File: src/rtl/tsi_out_pkg.sv
package tsi_out_pkg;
  // Frame geometry
  localparam int STREAMS = 4;
  localparam int CHANS   = 32;
  localparam int BYTE_W  = 8;

  // Derived widths
  localparam int STR_W  = $clog2(STREAMS);
  localparam int CH_W   = $clog2(CHANS);
  localparam int ADDR_W = STR_W + CH_W;
  localparam int BIT_W  = $clog2(BYTE_W);

  // Control entry bit positions
  localparam int HI_MSG_BIT   = 2;
  localparam int HI_SPARE_BIT = 1;
  localparam int HI_EN_BIT    = 0;

  // Bit cell that closes a channel
  localparam logic [BIT_W-1:0] LAST_BIT = BIT_W'(BYTE_W - 1);
endpackage

File: src/rtl/tsi_out_fetch.sv
module tsi_out_fetch
  import tsi_out_pkg::*;
(
  input  logic                              clk,
  input  logic                              rst_n,
  input  logic [CH_W-1:0]                   chan_cnt,
  input  logic [BIT_W-1:0]                  bit_cnt,
  output logic [ADDR_W-1:0]                 cm_addr,
  input  logic [BYTE_W-1:0]                 cm_hi_rd,
  input  logic [BYTE_W-1:0]                 cm_lo_rd,
  output logic [ADDR_W-1:0]                 dm_addr,
  input  logic [BYTE_W-1:0]                 dm_rd,
  output logic [STREAMS-1:0]                hi_msg,
  output logic [STREAMS-1:0]                hi_en,
  output logic [STREAMS-1:0][BYTE_W-1:0]    lo_byte,
  output logic [STREAMS-1:0][BYTE_W-1:0]    dm_byte
);

  logic [CH_W-1:0] next_chan;

  // Entries are fetched one channel ahead; last channel wraps to 0
  assign next_chan = (chan_cnt == CH_W'(CHANS - 1)) ? '0 : chan_cnt + 1'b1;

  // Slot b (< STREAMS) reads the connection entry of stream b
  assign cm_addr = {bit_cnt[STR_W-1:0], next_chan};

  // The low entry returned in slot b addresses the data memory directly
  assign dm_addr = cm_lo_rd[ADDR_W-1:0];

  // Spare control bits are read but never acted upon
  logic unused_hi_bits;
  assign unused_hi_bits = ^{cm_hi_rd[BYTE_W-1:HI_MSG_BIT+1], cm_hi_rd[HI_SPARE_BIT]};

  for (genvar s = 0; s < STREAMS; s++) begin : g_lane_cap
    logic               msg_q;
    logic               en_q;
    logic [BYTE_W-1:0]  lo_q;
    logic [BYTE_W-1:0]  dat_q;
    logic               cap_cm;
    logic               cap_dm;

    assign cap_cm = (bit_cnt == BIT_W'(s + 1));
    assign cap_dm = (bit_cnt == BIT_W'(s + 2));

    always_ff @(posedge clk or negedge rst_n) begin
      if (!rst_n) begin
        msg_q <= 1'b0;
        en_q  <= 1'b0;
        lo_q  <= '0;
      end else if (cap_cm) begin
        msg_q <= cm_hi_rd[HI_MSG_BIT];
        en_q  <= cm_hi_rd[HI_EN_BIT];
        lo_q  <= cm_lo_rd;
      end
    end

    always_ff @(posedge clk or negedge rst_n) begin
      if (!rst_n) begin
        dat_q <= '0;
      end else if (cap_dm) begin
        dat_q <= dm_rd;
      end
    end

    assign hi_msg[s]  = msg_q;
    assign hi_en[s]   = en_q;
    assign lo_byte[s] = lo_q;
    assign dm_byte[s] = dat_q;
  end


  bit_seq_chk: assert property (@(posedge clk) disable iff (!rst_n)
    (bit_cnt != '0) |-> (bit_cnt == $past(bit_cnt) + 1'b1));


  chan_hold_chk: assert property (@(posedge clk) disable iff (!rst_n)
    (bit_cnt != '0) |-> $stable(chan_cnt));

endmodule

File: src/rtl/tsi_out_lane.sv
module tsi_out_lane
  import tsi_out_pkg::*;
(
  input  logic              clk,
  input  logic              rst_n,
  input  logic              load,
  input  logic              msg_all,
  input  logic              hi_msg,
  input  logic              hi_en,
  input  logic [BYTE_W-1:0] lo_byte,
  input  logic [BYTE_W-1:0] dm_byte,
  output logic              ser_bit,
  output logic              drv_en
);

  logic [BYTE_W-1:0] sh_q;
  logic              en_q;
  logic              send_lo;

  assign send_lo = msg_all | hi_msg;

  always_ff @(posedge clk or negedge rst_n) begin
    if (!rst_n) begin
      sh_q <= '0;
      en_q <= 1'b0;
    end else if (load) begin
      sh_q <= send_lo ? lo_byte : dm_byte;
      en_q <= msg_all | hi_en;
    end else begin
      sh_q <= {sh_q[BYTE_W-2:0], 1'b0};
    end
  end

  assign ser_bit = sh_q[BYTE_W-1];
  assign drv_en  = en_q;


  msg_byte_chk: assert property (@(posedge clk) disable iff (!rst_n)
    (load && (msg_all || hi_msg)) |=> (sh_q == $past(lo_byte)));


  sw_byte_chk: assert property (@(posedge clk) disable iff (!rst_n)
    (load && !msg_all && !hi_msg) |=> (sh_q == $past(dm_byte)));


  chan_en_chk: assert property (@(posedge clk) disable iff (!rst_n)
    (load && !msg_all) |=> (drv_en == $past(hi_en)));

endmodule

File: src/rtl/tsi_out_path.sv
module tsi_out_path
  import tsi_out_pkg::*;
(
  input  logic               clk,
  input  logic               rst_n,
  input  logic [CH_W-1:0]    chan_cnt,
  input  logic [BIT_W-1:0]   bit_cnt,
  input  logic               ode,
  input  logic               msg_all,
  output logic [ADDR_W-1:0]  cm_addr,
  input  logic [BYTE_W-1:0]  cm_hi_rd,
  input  logic [BYTE_W-1:0]  cm_lo_rd,
  output logic [ADDR_W-1:0]  dm_addr,
  input  logic [BYTE_W-1:0]  dm_rd,
  output logic [STREAMS-1:0] st_out,
  output logic [STREAMS-1:0] st_oe
);

  logic                           load;
  logic [STREAMS-1:0]             hi_msg;
  logic [STREAMS-1:0]             hi_en;
  logic [STREAMS-1:0][BYTE_W-1:0] lo_byte;
  logic [STREAMS-1:0][BYTE_W-1:0] dm_byte;
  logic [STREAMS-1:0]             lane_en;

  assign load = (bit_cnt == LAST_BIT);

  tsi_out_fetch u_fetch (
    .clk      (clk),
    .rst_n    (rst_n),
    .chan_cnt (chan_cnt),
    .bit_cnt  (bit_cnt),
    .cm_addr  (cm_addr),
    .cm_hi_rd (cm_hi_rd),
    .cm_lo_rd (cm_lo_rd),
    .dm_addr  (dm_addr),
    .dm_rd    (dm_rd),
    .hi_msg   (hi_msg),
    .hi_en    (hi_en),
    .lo_byte  (lo_byte),
    .dm_byte  (dm_byte)
  );

  for (genvar s = 0; s < STREAMS; s++) begin : g_lane
    tsi_out_lane u_lane (
      .clk     (clk),
      .rst_n   (rst_n),
      .load    (load),
      .msg_all (msg_all),
      .hi_msg  (hi_msg[s]),
      .hi_en   (hi_en[s]),
      .lo_byte (lo_byte[s]),
      .dm_byte (dm_byte[s]),
      .ser_bit (st_out[s]),
      .drv_en  (lane_en[s])
    );
  end

  // Pin-level override acts within the cycle
  assign st_oe = lane_en & {STREAMS{ode}};


  oe_hold_chk: assert property (@(posedge clk) disable iff (!rst_n)
    ((bit_cnt != '0) && $stable(ode)) |-> $stable(st_oe));


  bcast_drive_chk: assert property (@(posedge clk) disable iff (!rst_n)
    (load && msg_all) |=> (!ode || (st_oe == '1)));

endmodule

File: config.mk
export PLATFORM = sky130hd
export DESIGN_NAME = tsi_out_path
export DESIGN_NICKNAME = d
export VERILOG_FILES = /design/src/rtl/tsi_out_pkg.sv /design/src/rtl/tsi_out_fetch.sv /design/src/rtl/tsi_out_lane.sv /design/src/rtl/tsi_out_path.sv
export SDC_FILE = /design/constraint.sdc
export NUM_CORES = 1
export LEC_CHECK = 0
export ABC_AREA = 1
export BUFFER_PORTS_ARGS = -buffer_cell sky130_fd_sc_hd__buf_2
export CORE_MARGIN = 2
export CORE_UTILIZATION = 52
export CTS_CLUSTER_DIAMETER = 150
export DETAILED_ROUTE_END_ITERATION = 10
export GPL_TIMING_DRIVEN = 0
export HOLD_SLACK_MARGIN = 0.15
export PLACE_DENSITY = 0.83
export SLEW_MARGIN = 20
export SYNTH_ARGS = -nofsm -noshare
export SYNTH_HDL_FRONTEND = slang
export SYNTH_SLANG_ARGS = --single-unit
File: constraint.sdc
create_clock -name clk -period 0.95 [get_ports clk]
set_input_delay 0.19 -clock clk [delete_from_list [all_inputs] [get_ports clk]]
set_output_delay 0.19 -clock clk [all_outputs]
set_load 0.02 [all_outputs]
==> impl_metrics.csv <==
group,metric,value,unit
timing,slew_violations,0,
yosys,syn_area,0.00469,mm2
clocking,htree_num_levels,3,
critical_path,crit_path_start_kind,"primary input",
floorplan,start_util,53.8,%
clocking,path_clk_slew,0.10,ns
grt,antenna_found_initial,0,
timing,finalWorstSetupSlack,-0.294,ns
critical_path,crit_path_max_fanout,3,
detailed_routing,via_count,3811,
grt,grt_max_degree,74,
yosys,synth_fp_nets,605,
pwr,power_density,1780,mW/mm2
critical_path,critPathArrivalTime,1.05,ns
cells_and_area,fill_cells,681,
clocking,cts_tree,"built",
floorplan,io_pins,58,
floorplan,fp.coreArea,0.00872,mm2
timing,tightest_slew,0.618,ns
critical_path,endpoint_kind,"primary output",
cells_and_area,final_util,65.0,%
pwr,vdd_ir_drop_max,0.998,mV
floorplan,rows,34,
placed_design,routabilityCongestion,0.846,
timing,setup_violations,44,
floorplan,die_width,99,um
cells_and_area,final_nets,676,
placed_design,portBuffers,50,
critical_path,worstSetupPathType,"primary input to primary output",
grt,grt_first_pass_wirelength,18.0,mm
clocking,root_buffer,"clkbuf_8",
timing,finalHoldViolCount,0,
detailed_routing,viasPerCell,5.08,
critical_path,required,0.76,ns
outcome,status,"finished with violations",
yosys,synthCells,567,
detailed_routing,drt-initial-drc-count,236,
grt,grt_pass1_vias,3785,
yosys,synth_top_area_share,57.6,%
yosys,synth_seq_cells,108,
clocking,cts_buffers,9,
cells_and_area,multi_input_area,0.00169,mm2
cells_and_area,regArea,0.00270,mm2
timing,slew_headroom,58.8,%
cells_and_area,syn2layout_area_growth,20.8,%
timing,clock-skew-final,0.00774,ns
floorplan,dieArea,0.00980,mm2
outcome,violations,"negative setup slack",
yosys,synth_area_per_cell,8.28,um2
pwr,p_total,10.1,mW
flow_run,maxCapViolCount,0,
yosys,ys_seq_area_share,57.6,%
worst_hold_path,hold_path_class,"primary input to flip-flop",
clocking,clock_sinks,108,
grt,gr-total-overflow,0,
placed_design,place_ws,-0.405,ns
yosys,synthDistinctLibCells,19,
floorplan,die_h,99,um
yosys,synth_area_leaders,"dfrtp_1, nand2_1, o21ai_0, inv_1, nand3_1",
cells_and_area,num_antenna_cells,0,
yosys,yosys_warnings,0,
timing,rsz0062_at_grt,"yes",
cells_and_area,drive_gt1_share,23.2,%
detailed_routing,ant_nets,0,
placed_design,hpwlAfterDp,7.52,mm
timing,period_needed,1.24,ns
detailed_routing,drt-pass1-iter-count,5,
timing,fin_crit_sh,131,%
pwr,leakagePower,3.05,nW
detailed_routing,detail_route.wl_per_cell,14.7,um
detailed_routing,drc,0,
clocking,clockBufferDepth,2,
timing,hold_slack,0.155,ns
detailed_routing,routed_wl,11.0,mm
yosys,netlist.top_cell.by_area,"dfrtp_1",
timing,fmax,804,MHz
grt,grt_usage,23.4,%
clocking,clk_latency,0.37,ns
[synthesized netlist by cell type]
cell type / n
dfrtp_1: 108
inv_2: 1
nor3b_1: 1
clkbuf_2: 1
inv_1: 86
buf_4: 13
nand4_1: 1
nor2_1: 12
buf_2: 10
nand3_1: 32
nand3_2: 3
buf_6: 2
ha_1: 2
nand2_1: 208
buf_1: 1
o21ai_0: 76
clkbuf_1: 5
nor2_4: 1
a21oi_1: 4
[through the flow]
| step | area [um2] | std cells | TNS, ns |
|---|---|---|---|
| finish | 5670 | 750 | -3.47 |
| global route | 5670 | 750 | -5.61 |
| CTS | 5490 | 742 | -2.62 |
| detailed placement | 5160 | 726 | -24.43 |
| global placement | 5120 | 725 | -172.76 |
| floorplan | 4740 | 567 | -0.322 |
[state kept, by name, indices dropped and copies added (netlist names)]
signal and count:
u_fetch.g_lane_cap.dat_q 32, g_lane.u_lane.drv_en 4, g_lane.u_lane.sh_q 32, u_fetch.g_lane_cap.en_q 4, u_fetch.g_lane_cap.lo_q 32, u_fetch.g_lane_cap.msg_q 4
[critical path, cell delays in order]
cell	delay, ns
buf_8	0.10
ha_4	0.16
nand2_4	0.07
nor2_4	0.04
ha_4	0.17
nor3b_4	0.17
buf_6	0.14
[area by class of cell]
class	count	area share, %
repair buffers	64	8.80
inverters	87	5.76
clock inverters	2	0.221
multi-input cells	340	29.8
plain buffers	28	2.96
flip-flops and latches	108	47.7
clock buffers	13	2.45
well taps	108	2.38
[kinds of logic (layout without fill, tap and decap cells)]
family	Yosys count	in the layout	synth area share, %
buf+inv	119	194	11.2
fa+ha+maj	2	2	0.533
flops	108	108	57.6
simple gates	258	258	22.2
compound gates	80	80	8.53
[power breakdown]
group / internal, mW / total (mW) / switching (mW)
Clock: 0.943 / 2.40 / 1.46
Combinational: 0.836 / 2.07 / 1.24
Sequential: 5.27 / 5.64 / 0.368
[worst paths after layout]
kind	startpoint	slack (ns)	to	depth (start not counted)
max	chan_cnt[0]	-0.29	cm_addr[2]	7
min	dm_rd[5]	0.16	u_fetch.g_lane_cap[0].dat_q[5]	3
max reg2reg	u_fetch.g_lane_cap[3].msg_q	-0.08	g_lane[3].u_lane.sh_q[1]	4
min reg2reg	g_lane[0].u_lane.sh_q[0]	0.44	g_lane[0].u_lane.sh_q[1]	2
max in group asynchronous	rst_n	0.08	g_lane[1].u_lane.sh_q[2]	3
min in group asynchronous	rst_n	0.33	u_fetch.g_lane_cap[3].en_q	2
[layout by cell type (no fill, tap or decap)]
| master | count |
|---|---|
| a21oi_2 | 4 |
| buf_1 | 1 |
| buf_16 | 1 |
| buf_2 | 45 |
| buf_4 | 20 |
| buf_6 | 14 |
| buf_8 | 2 |
| clkbuf_1 | 9 |
| clkbuf_16 | 1 |
| clkbuf_2 | 1 |
| clkbuf_8 | 10 |
| clkinv_2 | 1 |
| clkinvlp_4 | 1 |
| dfrtp_1 | 108 |
| dlygate4sd3_1 | 1 |
| ha_4 | 2 |
| inv_1 | 85 |
| inv_2 | 2 |
| nand2_1 | 187 |
| nand2_2 | 18 |
| nand2_4 | 3 |
| nand3_1 | 20 |
| nand3_2 | 15 |
| nand4_1 | 1 |
| nor2_1 | 5 |
| nor2_2 | 2 |
| nor2_4 | 6 |
| nor3b_4 | 1 |
| o21ai_0 | 76 |
[what timing repair did]
| action | in CTS | in global routing |
|---|---|---|
| endpoints found under the hold margin | 108 | 0 |
| setup buffers | 4 | 7 |
| endpoints found under the setup margin | 44 | 120 |
| gates resized for setup | 50 | 28 |
| gates cloned | 0 | 1 |
| hold buffers | 1 | 0 |
| pin swaps | 61 | 38 |
[routing by layer]
layer	wire, um	track usage [%]
met1	4690	30.4
met2	5480	39.7
met3	572	4.54
met4	259	7.80
met5	0	0
(Power assumes the default switching activity.)
